`config.mk`:
```
export PLATFORM = sky130hd
export DESIGN_NAME = lmem_test_access
export DESIGN_NICKNAME = d
export VERILOG_FILES = /design/src/rtl/lmta_pkg.sv /design/src/rtl/lmta_cmd_decode.sv /design/src/rtl/lmta_data_regs.sv /design/src/rtl/lmta_xfer_ctrl.sv /design/src/rtl/lmem_test_access.sv
export SDC_FILE = /design/constraint.sdc
export NUM_CORES = 1
export LEC_CHECK = 0
export BUFFER_PORTS_ARGS = -buffer_cell sky130_fd_sc_hd__buf_2
export CORE_ASPECT_RATIO = 1.2
export CORE_MARGIN = 2
export CORE_UTILIZATION = 53
export DETAILED_ROUTE_END_ITERATION = 6
export PLACE_DENSITY = 0.8
export SLEW_MARGIN = 15
export SYNTH_ARGS = -nofsm -noshare
export SYNTH_HDL_FRONTEND = slang
export SYNTH_SLANG_ARGS = --single-unit
```
`constraint.sdc`:
```
create_clock -name clk -period 2.05 [get_ports clk]
set_input_delay 0.205 -clock clk [delete_from_list [all_inputs] [get_ports clk]]
set_output_delay 0.205 -clock clk [all_outputs]
set_load 0.05 [all_outputs]
```
`src/rtl/lmta_pkg.sv`:
```
package lmta_pkg;
    localparam int CFG_AW     = 3;
    localparam int WORD_W     = 32;
    localparam int MEM_DW     = 64;
    localparam int NUM_WORDS  = MEM_DW / WORD_W;

    localparam logic [WORD_W-1:0] CMD_RSVD_MASK = 32'hFA7C_B801;
    localparam logic [WORD_W-1:0] CMD_PASS_MASK = 32'h0000_47F8;
    localparam int CMD_WR_BIT    = 1;
    localparam int CMD_ARRAY_BIT = 2;

    localparam int ST_BUSY = 0;
    localparam int ST_RSVD = 1;
    localparam int ST_TAG  = 2;

    typedef enum logic [CFG_AW-1:0] {
        SEL_BASE = 3'd0,
        SEL_CMD  = 3'd1,
        SEL_DLO  = 3'd2,
        SEL_DHI  = 3'd3,
        SEL_STAT = 3'd4
    } reg_sel_e;

    typedef enum logic {XS_IDLE, XS_WAIT} xfer_state_e;

    typedef struct packed {
        logic              go;
        logic              rsvd_err;
        logic              tag_err;
        logic              wr;
        logic [WORD_W-1:0] addr;
    } cmd_dec_t;

    function automatic logic [WORD_W-1:0] scatter_addr(
        input logic [WORD_W-1:0] base,
        input logic [WORD_W-1:0] cmd
    );
        logic [WORD_W-1:0] a;
        a        = base | (cmd & CMD_PASS_MASK);
        a[11]    = a[11] | cmd[26];
        a[21]    = a[21] | cmd[24];
        a[15]    = a[15] | cmd[23];
        a[13:12] = a[13:12] | cmd[17:16];
        return a;
    endfunction
endpackage

```
`src/rtl/lmta_cmd_decode.sv`:
```
module lmta_cmd_decode
    import lmta_pkg::*;
#(
    parameter logic [WORD_W-1:0] BASE_ADDR = 32'hFF80_0000
) (
    input  logic [WORD_W-1:0] cmd,
    output cmd_dec_t          dec
);
    logic nonzero;

    always_comb begin
        nonzero      = |cmd;
        dec.rsvd_err = |(cmd & CMD_RSVD_MASK);
        dec.tag_err  = nonzero && !cmd[CMD_ARRAY_BIT];
        dec.go       = nonzero && !dec.rsvd_err && !dec.tag_err;
        dec.wr       = cmd[CMD_WR_BIT];
        dec.addr     = scatter_addr(BASE_ADDR, cmd);
    end
endmodule

```
`src/rtl/lmta_data_regs.sv`:
```
module lmta_data_regs
    import lmta_pkg::*;
#(
    parameter int W  = WORD_W,
    parameter int NW = NUM_WORDS,
    localparam int DW = W * NW
) (
    input  logic              clk,
    input  logic              rst,
    input  logic              busy,
    input  logic              cfg_we,
    input  logic [CFG_AW-1:0] cfg_addr,
    input  logic [W-1:0]      cfg_wdata,
    input  logic              load,
    input  logic [DW-1:0]     load_data,
    output logic [DW-1:0]     data_q
);
    for (genvar i = 0; i < NW; i++) begin : g_word
        logic sel;
        assign sel = cfg_we && !busy && (cfg_addr == CFG_AW'(SEL_DLO) + CFG_AW'(i));

        always_ff @(posedge clk) begin
            if (rst) begin
                data_q[i*W +: W] <= '0;
            end else if (load) begin
                data_q[i*W +: W] <= load_data[i*W +: W];
            end else if (sel) begin
                data_q[i*W +: W] <= cfg_wdata;
            end
        end
    end

    assert_data_frozen_R10: assert property (@(posedge clk) disable iff (rst)
        (busy && !load) |=> $stable(data_q));
endmodule

```
`src/rtl/lmta_xfer_ctrl.sv`:
```
module lmta_xfer_ctrl
    import lmta_pkg::*;
#(
    parameter int AW = WORD_W,
    parameter int DW = MEM_DW
) (
    input  logic          clk,
    input  logic          rst,
    input  logic          start,
    input  logic          start_we,
    input  logic [AW-1:0] start_addr,
    input  logic [DW-1:0] start_wdata,
    output logic          mem_req,
    output logic          mem_we,
    output logic [AW-1:0] mem_addr,
    output logic [DW-1:0] mem_wdata,
    input  logic          mem_ack,
    output logic          busy,
    output logic          rd_done
);
    xfer_state_e state_q;

    always_ff @(posedge clk) begin
        if (rst) begin
            state_q   <= XS_IDLE;
            mem_we    <= 1'b0;
            mem_addr  <= '0;
            mem_wdata <= '0;
        end else begin
            case (state_q)
                XS_IDLE: if (start) begin
                    state_q   <= XS_WAIT;
                    mem_we    <= start_we;
                    mem_addr  <= start_addr;
                    mem_wdata <= start_wdata;
                end
                XS_WAIT: if (mem_ack) begin
                    state_q <= XS_IDLE;
                end
                default: state_q <= XS_IDLE;
            endcase
        end
    end

    assign mem_req = (state_q == XS_WAIT);
    assign busy    = mem_req;
    assign rd_done = mem_req && mem_ack && !mem_we;

    assert_req_held_R9: assert property (@(posedge clk) disable iff (rst)
        (mem_req && !mem_ack) |=> (mem_req && $stable(mem_addr) && $stable(mem_we) && $stable(mem_wdata)));
endmodule

```
`src/rtl/lmem_test_access.sv`:
```
module lmem_test_access
    import lmta_pkg::*;
#(
    parameter logic [WORD_W-1:0] BASE_ADDR = 32'hFF80_0000
) (
    input  logic              clk,
    input  logic              rst,
    input  logic              cfg_we,
    input  logic [CFG_AW-1:0] cfg_addr,
    input  logic [WORD_W-1:0] cfg_wdata,
    output logic [WORD_W-1:0] cfg_rdata,
    output logic              mem_req,
    output logic              mem_we,
    output logic [WORD_W-1:0] mem_addr,
    output logic [MEM_DW-1:0] mem_wdata,
    input  logic              mem_ack,
    input  logic [MEM_DW-1:0] mem_rdata
);
    cmd_dec_t          dec;
    logic [WORD_W-1:0] cmd_q;
    logic [MEM_DW-1:0] data_q;
    logic              busy, rd_done;
    logic              cmd_wr, stat_wr, start;
    logic              rsvd_q, tag_q;

    assign cmd_wr  = cfg_we && (cfg_addr == CFG_AW'(SEL_CMD)) && !busy;
    assign stat_wr = cfg_we && (cfg_addr == CFG_AW'(SEL_STAT));
    assign start   = cmd_wr && dec.go;

    lmta_cmd_decode #(.BASE_ADDR(BASE_ADDR)) i_dec (
        .cmd (cfg_wdata),
        .dec (dec)
    );

    lmta_data_regs #(.W(WORD_W), .NW(NUM_WORDS)) i_data (
        .clk       (clk),
        .rst       (rst),
        .busy      (busy),
        .cfg_we    (cfg_we),
        .cfg_addr  (cfg_addr),
        .cfg_wdata (cfg_wdata),
        .load      (rd_done),
        .load_data (mem_rdata),
        .data_q    (data_q)
    );

    lmta_xfer_ctrl #(.AW(WORD_W), .DW(MEM_DW)) i_ctrl (
        .clk         (clk),
        .rst         (rst),
        .start       (start),
        .start_we    (dec.wr),
        .start_addr  (dec.addr),
        .start_wdata (data_q),
        .mem_req     (mem_req),
        .mem_we      (mem_we),
        .mem_addr    (mem_addr),
        .mem_wdata   (mem_wdata),
        .mem_ack     (mem_ack),
        .busy        (busy),
        .rd_done     (rd_done)
    );

    always_ff @(posedge clk) begin
        if (rst) begin
            cmd_q  <= '0;
            rsvd_q <= 1'b0;
            tag_q  <= 1'b0;
        end else begin
            if (cmd_wr) begin
                cmd_q <= cfg_wdata;
            end
            if (cmd_wr && dec.rsvd_err) begin
                rsvd_q <= 1'b1;
            end else if (stat_wr && cfg_wdata[ST_RSVD]) begin
                rsvd_q <= 1'b0;
            end
            if (cmd_wr && dec.tag_err) begin
                tag_q <= 1'b1;
            end else if (stat_wr && cfg_wdata[ST_TAG]) begin
                tag_q <= 1'b0;
            end
        end
    end

    always_comb begin
        cfg_rdata = '0;
        case (cfg_addr)
            CFG_AW'(SEL_BASE): cfg_rdata = BASE_ADDR;
            CFG_AW'(SEL_CMD):  cfg_rdata = cmd_q;
            CFG_AW'(SEL_DLO):  cfg_rdata = data_q[0 +: WORD_W];
            CFG_AW'(SEL_DHI):  cfg_rdata = data_q[WORD_W +: WORD_W];
            CFG_AW'(SEL_STAT): begin
                cfg_rdata[ST_BUSY] = busy;
                cfg_rdata[ST_RSVD] = rsvd_q;
                cfg_rdata[ST_TAG]  = tag_q;
            end
            default: cfg_rdata = '0;
        endcase
    end

    assert_zero_cmd_idle_R4: assert property (@(posedge clk) disable iff (rst)
        (cmd_wr && cfg_wdata == '0) |=> !mem_req);
    assert_rsvd_no_access_R5: assert property (@(posedge clk) disable iff (rst)
        (cmd_wr && dec.rsvd_err) |=> !mem_req);
    assert_tag_no_access_R6: assert property (@(posedge clk) disable iff (rst)
        (cmd_wr && dec.tag_err) |=> !mem_req);
    assert_base_in_addr_R3: assert property (@(posedge clk) disable iff (rst)
        mem_req |-> ((mem_addr & BASE_ADDR) == BASE_ADDR));
    assert_rsvd_sticky_R11: assert property (@(posedge clk) disable iff (rst)
        (rsvd_q && !(stat_wr && cfg_wdata[ST_RSVD])) |=> rsvd_q);
endmodule

```
# Word level (Yosys, flattened, before mapping)
# Index checks and enable logic that the tools add are counted.
# word_totals
regBits	179
in_bits	103
output_inout_bits	130
wordCells	56
# classes
n_eq_ne	4
n_mux	13
bitwise	1
n_reduce_logical	29
# ops
operator	n
2-to-1 mux 32 bit	4
one-hot mux 29 bit (4 select lines)	1
OR reduction 32 bit	1
logical AND 1 bit	16
OR reduction 16 bit	1
one-hot mux 3 bit (4 select lines)	1
nonzero test 2 bit	4
equality test 3 x 2 -> 1 bit, second input constant	2
2-to-1 mux 1 bit	6
logical NOT 1 bit	5
equality test 3 x 1 -> 1 bit, second input constant	1
equality test 3 bit, second input constant	1
logical NOT 3 bit	1
one-hot mux 1 bit (2 select lines)	1
AND reduction 2 bit	1
NOT 1 bit	1

# Logic depth before layout (Yosys ltp)
# Gate-level depths: netlist of the first run.
# depth
depth_word	7
ltp_mapped	9
depth_no_buf	4

# Cells and area by module
# Synthesis of the first run repeated with hierarchy kept, for this count alone.
# unflattened
cells_unflattened	1113
hier_area_um2	11010.6
# by_module_without_submodules
mod	instances	cells_each	area_each_um2	seq_area_each_um2
lmta_xfer_ctrl	1	448	4543.1	1961.9
lmta_data_regs	1	337	3792.4	1281.2
lmem_test_access	1	280	2337.2	680.7
lmta_cmd_decode	1	48	337.8	0.0

# Worst setup path after synthesis of the first run
# Ideal clock, no wire load.
# synth_timing
path_type	in2out
from	in cfg_addr[1]
to	out cfg_rdata[23]
arrival_ns	2.260
required_ns	1.845
slack_ns	-0.415
stages	5
n_path_buf	3
cell_sequence	buf_2 > clkbuf_1 > buf_2 > mux2i_1 > a211oi_1
# synth_via
elab_chain_cells	2
word_cells_on_any_way	5
cone_classes	eq/ne: 3; mux: 1; reduce/logical: 1
# synth_rtl
item	line	text
start, declared	lmem_test_access.sv:9	input logic [CFG_AW-1:0] cfg_addr,
equality test 3 x 2 -> 1 bit, or another cell as far along	lmem_test_access.sv:87	case (cfg_addr)
one-hot mux 29 bit (4 select lines) *	lmem_test_access.sv:87	
end, declared	lmem_test_access.sv:11	output logic [WORD_W-1:0] cfg_rdata,
# Mark *: on every way between the ends. The rest lies on a longest branch, timed or not.

# Worst setup path after layout of the first run
# layout_timing
from	reg i_ctrl.state_q, in the netlist i_ctrl.busy
to	reg i_ctrl.mem_wdata[56]
# layout_via
elab_chain_cells	4
word_cells_on_any_way	5
cone_classes	bitwise: 1; reduce/logical: 4
# layout_rtl
item	line	text
start, declared	lmta_xfer_ctrl.sv:21	xfer_state_e state_q;
start signal, assigned	lmta_xfer_ctrl.sv:25	state_q <= XS_IDLE;
start signal, assigned	lmta_xfer_ctrl.sv:32	state_q <= XS_WAIT;
start signal, assigned	lmta_xfer_ctrl.sv:38	state_q <= XS_IDLE;
logical NOT 1 bit	lmem_test_access.sv:26	assign cmd_wr = cfg_we && (cfg_addr == CFG_AW'(SEL_CMD)) && !busy;
logical AND 1 bit	lmem_test_access.sv:26	
logical AND 1 bit	lmem_test_access.sv:28	assign start = cmd_wr && dec.go;
AND reduction 2 bit (no source line) *	-	
end signal, assigned	lmta_xfer_ctrl.sv:35	mem_wdata <= start_wdata;
end, declared	lmta_xfer_ctrl.sv:16	output logic [DW-1:0] mem_wdata,
# Marked as above.
# A chain may end at the register's enable or synchronous reset.

==> reports/results.ini, run 1 <==
[route]
drc=0
vias=8607
first_pass_iters=6
routedWlPerCell_um=20.4
drt_first_iter_violations=980
antenna_left=0
drt-total-wl_mm=28.1
viasPerCell=6.23

[timing]
max_freq_mhz=556
grt_setup_unrepaired=false
setup_tns_ps=0
maxSlewHeadroom=0.601
drv_slew=0
period_minus_slack_ps=1800
fin_crit_sh=0.877
setup_violations=0
finClkSkew_ps=6.88
timing_hold_violations_final=0
tightest_slew_ps=599

[worst_setup_path]
critPathLaunchType=flop
worstPathRequired_ps=2410
arrival_ps=2160
worst_setup_path_end_kind=flop
cp_max_fo=39
path_cells=and4bb_1, nor2b_4, buf_4, nand4_1, a21oi_1
slowest_stage=and4bb_1
max_stage_delay_ps=410
crit_type=flop to flop

[layout]
nets=1264
layout.cells.non_filler=1382
final_cell_mix=222 x buf_2, 179 x dfxtp_1, 114 x a21oi_1, 100 x nand2_1, 94 x nor2_1
syn_to_final_growth_pct=22.7
drive_gt1_frac=0.302
final_common_cell=buf_2

[run_status]
status=finished, final reports clean

[yosys]
synth_fa_ha_area_frac=0
yosys.cell_types.count=29
synth_cells=1002
synth.avg_cell_area_um2=8.36
synthSimpleGateAreaFrac=0.184
synthMuxAreaShare=0.0799
synth_top_family_by_area=compound AO/OA/AOI/OAI gates
netlist_top_cells_area=dfxtp_1 43%, a21oi_1 6.8%, nand4_1 6.0%, mux2i_1 4.9%, o21ai_0 4.9%
synth_compound_area_frac=0.230
ys_warn_count=0
yosys.area.top_type=dfxtp_1
synth_seq_cells=179
synth-xor-area-share=0
synth_seq_area_share=0.428
yosysTopAreaCellShare=0.428
syn_area_mm2=0.00838

[pwr]
p_leak_nw=4.20
power_density_mw_per_mm2=755
ir_drop_mv=0.608

[clocking]
h-tree-depth=4
clockRootBuffer=clkbuf_16
cts.reportedPaths.clkPinSlew_ps=60
post-cts-setup-buffers=0
numCtsBuffers=17
cts_tree=yes
cts.sinks=179
cts_resized=0
cts_hold_buf=0
cts.path.max_buffers=2
insertion_delay_ps=430

[min_path]
min_path_type=input pin to flop

[job]
drv_cap=0

[place]
dp.cells=1350
numPortBuffers=223
gp_congestion=0.945
post-dp-hpwl_mm=19.0

[die]
ios=233
core_area_mm2=0.0155
fp.dieH_um=142
dieArea_mm2=0.0168
start_util=0.540
num_rows=50
die_w_um=119

[global_routing]
grt_overflow_total=0
grt_pass1_wl_mm=42.6
grt_antenna_before_repair=1
grt_pass1_vias=7831
grt_max_degree=79
grt.total_usage=0.322

-- layer usage --
metal  track usage  vias up  routed length [µm]
met1         0.397     4001               10500
met3        0.0659      104                2650
met2         0.522      568               13500
li1              -     3934                   -
met4         0.193        0                1480
met5             0        -                   0
-- cells in the mapped netlist, drive strengths merged --
library cell and instances:
dfxtp 179, a21oi 114, nand2 100, nor2 94, o21ai 82, nand4 81
clkbuf 76, buf 55, a211oi 41, mux2i 41, nand3 35, a311oi 32
a22oi 24, mux2 23, nor4 8, inv 3, nand2b 3, nor2b 3
nand3b 2, and4 1, and4bb 1, conb 1, nor3b 1, o211ai 1
o41ai 1
-- report_power, final --
group          switching [mW]  internal [mW]  total, mW
logic                   0.511          0.240      0.751
registers              0.0400           3.53       3.57
clock network            1.35           2.10       3.45
total                    1.90           5.86       7.76
-- kinds of logic (layout without fill, tap and decap cells) --
| group | after synthesis | count (layout) |
|---|---|---|
| AOI/OAI and AO/OA | 295 | 295 |
| buffers and inverters | 134 | 297 |
| DFF | 179 | 179 |
| muxes | 64 | 64 |
| other | 1 | 10 |
| and+or+nand+nor | 329 | 329 |
-- metrics by stage --
step                      setup slack (ps)  utilization  hold WS [ps]  total power, mW  cell area (µm²)
after floorplan                       3.47            -           341             4.08             8450
after global placement                 127        0.623           439             4.37             9660
after detailed placement               109        0.623           444             4.38             9660
after CTS                              265        0.663          34.8             7.78            10300
after global routing                   142        0.663          52.6             7.99            10300
final                                  252        0.663          46.0             7.76            10300
-- final timing paths --
kind	from	to	slack, ps	cells past startpoint
worst max-delay path	i_ctrl.busy	i_ctrl.mem_wdata[56]	250	5
worst min-delay path	cfg_wdata[28]	cmd_q[28]	50	3
worst min register to register	cmd_q[3]	cmd_q[3]	450	2
worst max register to register	i_ctrl.busy	i_ctrl.mem_wdata[56]	250	5
-- worst max-delay path, delay by kind of cell, from the launching register on --
family | cells | cell delay (ps)
simple gates | 3 | 810
buf+inv | 1 | 400
flops | 1 | 320
compound gates | 1 | 180
-- sequential cells by signal, summed over array words and instances (netlist names) --
signal,count
i_ctrl.mem_wdata,64
i_ctrl.mem_we,1
cmd_q,32
i_data.data_q,64
rsvd_q,1
tag_q,1
i_ctrl.busy,1
i_ctrl.mem_addr,15
-- area by class of cell --
cell class / count / area [µm²]
Fill cell: 1319 / 5230
Multi-Input combinational cell: 697 / 4220
Sequential cell: 179 / 3580
Timing Repair Buffer: 263 / 1590
Clock buffer: 22 / 464
Tap cell: 208 / 260
Clock inverter: 9 / 154
Inverter: 3 / 11.3
Antenna cell: 1 / 2.50
No activity file was read; power rests on OpenSTA's default activity.
==> run 2, diff against run 1 <==
--- a/config.mk
+++ b/config.mk
@@ -6,7 +6,7 @@
 export NUM_CORES = 1
 export LEC_CHECK = 0
 export BUFFER_PORTS_ARGS = -buffer_cell sky130_fd_sc_hd__buf_2
-export CORE_ASPECT_RATIO = 1.2
+export CORE_ASPECT_RATIO = 1.75
 export CORE_MARGIN = 2
 export CORE_UTILIZATION = 53
 export DETAILED_ROUTE_END_ITERATION = 6
==> run 2 against run 1 <==
  * The flow now finishes with violations (DRC)
  * Die area grew 0.20%
  * Total power shrank 1.9%
  * Setup slack lost 30 ps
  * Critical path depth grew 2
  * Sequential power is essentially flat
  * Clock-buffer cell count shrank 5
  * Sequential share of layout area grew 0.18 points
  * Highest routed layer unchanged
  * Flip-flop and latch count is the same
  * Global-route usage grew 1.6 points
  * Critical endpoint is now cfg_rdata[17]
==> reports/results.ini, run 2 (same netlist as run 1, synthesis figures left out) <==
[clocking]
insertion_delay_ps=430
cts.sinks=179
numCtsBuffers=17
cts_hold_buf=0
h-tree-depth=4
cts_resized=0
cts.path.max_buffers=2
clockRootBuffer=clkbuf_16
cts.reportedPaths.clkPinSlew_ps=80
cts_tree=yes
post-cts-setup-buffers=0

[die]
dieArea_mm2=0.0169
start_util=0.544
ios=233
die_w_um=99.0
num_rows=60
fp.dieH_um=170
core_area_mm2=0.0154

[layout]
final_common_cell=buf_2
syn_to_final_growth_pct=22.1
top_regs=i_ctrl.mem_wdata (64), i_data.data_q (64), cmd_q (32)
final_cell_mix=220 x buf_2, 179 x dfxtp_1, 114 x a21oi_1, 100 x nand2_1, 94 x nor2_1
layout.cells.non_filler=1360
nets=1264
drive_gt1_frac=0.306
num_antenna_cells=0

[worst_setup_path]
slowest_stage=buf_2
max_stage_delay_ps=310
worst_setup_path_end_kind=output pin
path_cells=buf_2, buf_4, nor2b_2, buf_4, a22oi_1, nor2_1, buf_2
crit_buf_inv=4
crit_family=buffers and inverters
worstPathRequired_ps=1850
cp_max_fo=11
arrival_ps=1620
critPathLaunchType=input pin
crit_type=input pin to output pin

[pwr]
power_density_mw_per_mm2=745
p_clk_frac=0.436
pwr-share-seq=0.468
pwr-share-comb=0.096
p_int_mw=5.50
p_leak_nw=4.18
ir_drop_mv=0.539
switchingPower_mw=2.12
total_power_mw=7.62
p_sw_frac=0.279

[timing]
drv_slew=0
timing_hold_violations_final=0
setup_tns_ps=0
maxSlewHeadroom=0.513
grt_setup_unrepaired=false
setup_violations=0
tightest_slew_ps=730
worst_slack_ps=223
finClkSkew_ps=12.6
period_minus_slack_ps=1830
max_freq_mhz=547
fin_crit_sh=0.891

[global_routing]
grt_pass1_vias=8228
grt_pass1_wl_mm=44.8
grt_antenna_before_repair=0
grt_max_degree=72
grt.total_usage=0.338
grt_overflow_total=0

[place]
gp_congestion=0.905
post-dp-hpwl_mm=19.9
dp_slack_ps=215
numPortBuffers=223
dp.cells=1328

[min_path]
min_path_type=input pin to flop

[job]
drv_cap=0

[route]
first_pass_iters=7
drt_first_iter_violations=779
drc=1
viasPerCell=6.37
antenna_left=0
vias=8666
routedWlPerCell_um=21.6
drt-total-wl_mm=29.3

[run_status]
status=finished, violations left
violations=DRC

-- run 2: cell types whose count changed in the layout (fill, tap and decap cells not counted), moves of 2 or more --
cell       before  now
bufinv_16       4    1
inv_6           0    8
clkbuf_1        3    0
buf_4          27   29
clkbuf_8        2    0
inv_8           0    3
buf_2         222  220
-- run 2: final cells by class --
class,count,area (µm²)
fillers,1280,5160
multi-input cells,697,4230
flip-flops and latches,179,3580
repair buffers,263,1590
clock buffers,17,425
well taps,186,233
clock inverters,15,163
inverters,3,11.3
-- run 2: metrics by stage --
stage / hold slack [ps] / util / cell area (µm²)
floorplan: 341 / - / 8450
global placement: 439 / 0.627 / 9640
detailed placement: 444 / 0.627 / 9640
CTS: 47.7 / 0.665 / 10200
global route: 58.8 / 0.665 / 10200
finish: 57.7 / 0.665 / 10200
-- run 2: worst reg2reg max path, stage by stage (launching register included) --
cell	delay (ps)
dfxtp_1	390
and4bb_1	410
nor2b_4	240
buf_12	280
nand4_1	230
a21oi_1	220
-- run 2: layer usage --
layer  vias to the layer above  global-route usage  wire length [µm]
met3                       121              0.0595              2400
met5                         -                   0                 0
met4                         0               0.246              2270
met2                       525               0.567             14600
li1                       3942                   -                 -
met1                      4078               0.380             10100
-- run 2: worst paths after layout --
kind                       from                    to  slack, ps  depth (start not counted)
setup / recovery    cfg_addr[1]         cfg_rdata[17]        220                          7
hold / removal    mem_rdata[41]     i_data.data_q[41]         60                          3
setup reg to reg    i_ctrl.busy  i_ctrl.mem_wdata[25]        230                          5
hold reg to reg        cmd_q[5]              cmd_q[5]        450                          2
-- run 2: power by group through the flow --
stage / Clock, mW / Combinational [mW] / Sequential [mW]
finish: 3.32 / 0.733 / 3.57
global route: 3.48 / 0.768 / 3.57
CTS: 3.34 / 0.716 / 3.57
detailed placement: 0 / 0.711 / 3.65
global placement: 0 / 0.703 / 3.65
floorplan: 0 / 0.447 / 3.63
==> run 3, diff against run 2 <==
--- a/config.mk
+++ b/config.mk
@@ -10,6 +10,7 @@
 export CORE_MARGIN = 2
 export CORE_UTILIZATION = 53
 export DETAILED_ROUTE_END_ITERATION = 6
+export GPL_TIMING_DRIVEN = 0
 export PLACE_DENSITY = 0.8
 export SLEW_MARGIN = 15
 export SYNTH_ARGS = -nofsm -noshare
==> run 3 against run 2 <==
  * The flow now finishes without violations
  * First-iteration DRC count is 18% higher
  * Flip-flop and latch count unchanged
  * Clock power is essentially flat
  * Clock-buffer cell count is 1 higher
  * Non-clock buffer count is 90 higher
  * Register-to-register slack lost 220 ps
  * Fmax shrank 10%
  * Critical path depth increased by 1
  * Setup slack worse by 210 ps
  * Clock skew is 1.7 ps lower
  * Final area is 2.4% higher
  * Final cell count increased by 6.7%
  * Critical path type is now flop to flop
  * Largest cell class unchanged
==> reports/results.ini, run 3 (same netlist as run 1, synthesis figures left out) <==
[run_status]
status=finished, final reports clean

[clocking]
cts.reportedPaths.clkPinSlew_ps=80
clockRootBuffer=clkbuf_16
cts.sinks=179
cts_hold_buf=0
insertion_delay_ps=430
numCtsBuffers=17
cts.path.max_buffers=2
cts_tree=yes
h-tree-depth=4

[layout]
syn_to_final_growth_pct=25.0
drive_gt1_frac=0.300
final_cell_area_mm2=0.0105
nets=1354
final_util=0.681
top_regs=i_ctrl.mem_wdata (64), i_data.data_q (64), cmd_q (32)
final_cell_mix=236 x buf_2, 178 x dfxtp_1, 113 x a21oi_1, 100 x nand2_1, 94 x nor2_1
final_common_cell=buf_2
layout.cells.non_filler=1451
fill_cells=1344

[global_routing]
grt_pass1_vias=8739
grt_antenna_before_repair=2
grt_max_degree=19
grt_overflow_total=0
grt.total_usage=0.368
grt_pass1_wl_mm=47.5

[pwr]
p_int_mw=5.50
p_leak_nw=4.31
power_density_mw_per_mm2=730
total_power_mw=7.65
ir_drop_mv=0.541
switchingPower_mw=2.15
pwr-share-comb=0.101
pwr-share-seq=0.468
p_sw_frac=0.281
p_clk_frac=0.431

[worst_setup_path]
crit_buf_inv=4
worst_setup_path_end_kind=flop
arrival_ps=2400
worstPathRequired_ps=2410
crit_family=simple AND/OR/NAND/NOR gates
crit_type=flop to flop
max_stage_delay_ps=380
cpMostUsedCell=buf_12
r2r_slack_ps=10
critPathLaunchType=flop
slowest_stage=dfxtp_4
path_cells=and4bb_1, buf_6, nor2b_1, buf_4, buf_12, buf_12, nand4_1, a21oi_1
cp_max_fo=10

[route]
routedWlPerCell_um=22.0
antenna_left=0
drt-total-wl_mm=31.9
top_layer=met5
wl_met1_mm=10.5
drc=0
viasPerCell=6.31
vias=9161
routed-wl-met3_mm=3.13
met2_wirelength_mm=15.0
first_pass_iters=6
drt_first_iter_violations=923

[place]
numPortBuffers=218
gp_congestion=1.01
placed_area_mm2=0.00978
post-dp-hpwl_mm=23.6
dp.cells=1414
dp_slack_ps=-373

[die]
ios=233
core_area_mm2=0.0154
die_w_um=99.0
fp.dieH_um=170
num_rows=60
dieArea_mm2=0.0169
start_util=0.544

[timing]
period_minus_slack_ps=2040
timing_hold_violations_final=0
drv_slew=0
timing.hold.ws_ps=53.2
setup_tns_ps=0
maxSlewHeadroom=0.425
fin_crit_sh=0.994
max_freq_mhz=491
setup_violations=0
worst_slack_ps=12.3
finClkSkew_ps=10.9
tightest_slew_ps=863

[min_path]
min_path_type=input pin to flop

[job]
drv_cap=0

run 3: changes by cell type in the layout (fill, tap and decap cells not counted), sizes merged:
cell / previous run / this run
buf: 263 / 276
clkbuf: 17 / 95
clkinv: 2 / 5
diode: 0 / 1
inv: 14 / 10
run 3: final timing paths:
| check | startpoint | to | cells past startpoint |
|---|---|---|---|
| max reg2reg | i_ctrl.busy | i_ctrl.mem_wdata[34] | 8 |
| min | mem_ack | i_ctrl.busy | 3 |
| max | i_ctrl.busy | i_ctrl.mem_wdata[34] | 8 |
| min reg2reg | cmd_q[22] | cmd_q[22] | 2 |
run 3: routing by layer:
layer  global-route usage  vias to the layer above
met5                    0                        -
met4                0.315                        2
met3               0.0674                      189
met2                0.608                      616
met1                0.402                     4229
li1                     -                     4125
run 3: final cells by class:
| cell class | count | area [µm²] | share of cell area |
|---|---|---|---|
| multi-input combinational | 697 | 4230 | 0.404 |
| clock inverter | 14 | 161 | 0.0154 |
| antenna | 1 | 2.50 | 0.000239 |
| buffer | 131 | 696 | 0.0664 |
| tap | 186 | 233 | 0.0222 |
| clock buffer | 18 | 429 | 0.0410 |
| sequential | 179 | 3590 | 0.342 |
| timing repair buffer | 222 | 1120 | 0.107 |
| inverter | 3 | 11.3 | 0.00108 |
run 3: worst min-delay path: cells and delay by family:
kind            cells  cell delay (ps)
simple gates        1               90
buf+inv             1               90
compound gates      1               60
run 3: power groups by stage:
stage	clock network, mW	logic, mW	registers [mW]
detailed placement	0	0.731	3.65
global placement	0	0.723	3.65
CTS	3.30	0.740	3.57
floorplan	0	0.447	3.63
finish	3.30	0.773	3.57
global route	3.43	0.808	3.58
run 3: what timing repair did:
| item | 4_1_cts | 5_1_grt |
|---|---|---|
| buffers inserted | 0 | 4 |
| pin swaps | 2 | 4 |
| endpoints found under the setup margin | 38 | 62 |
| gates resized for setup | 10 | 22 |
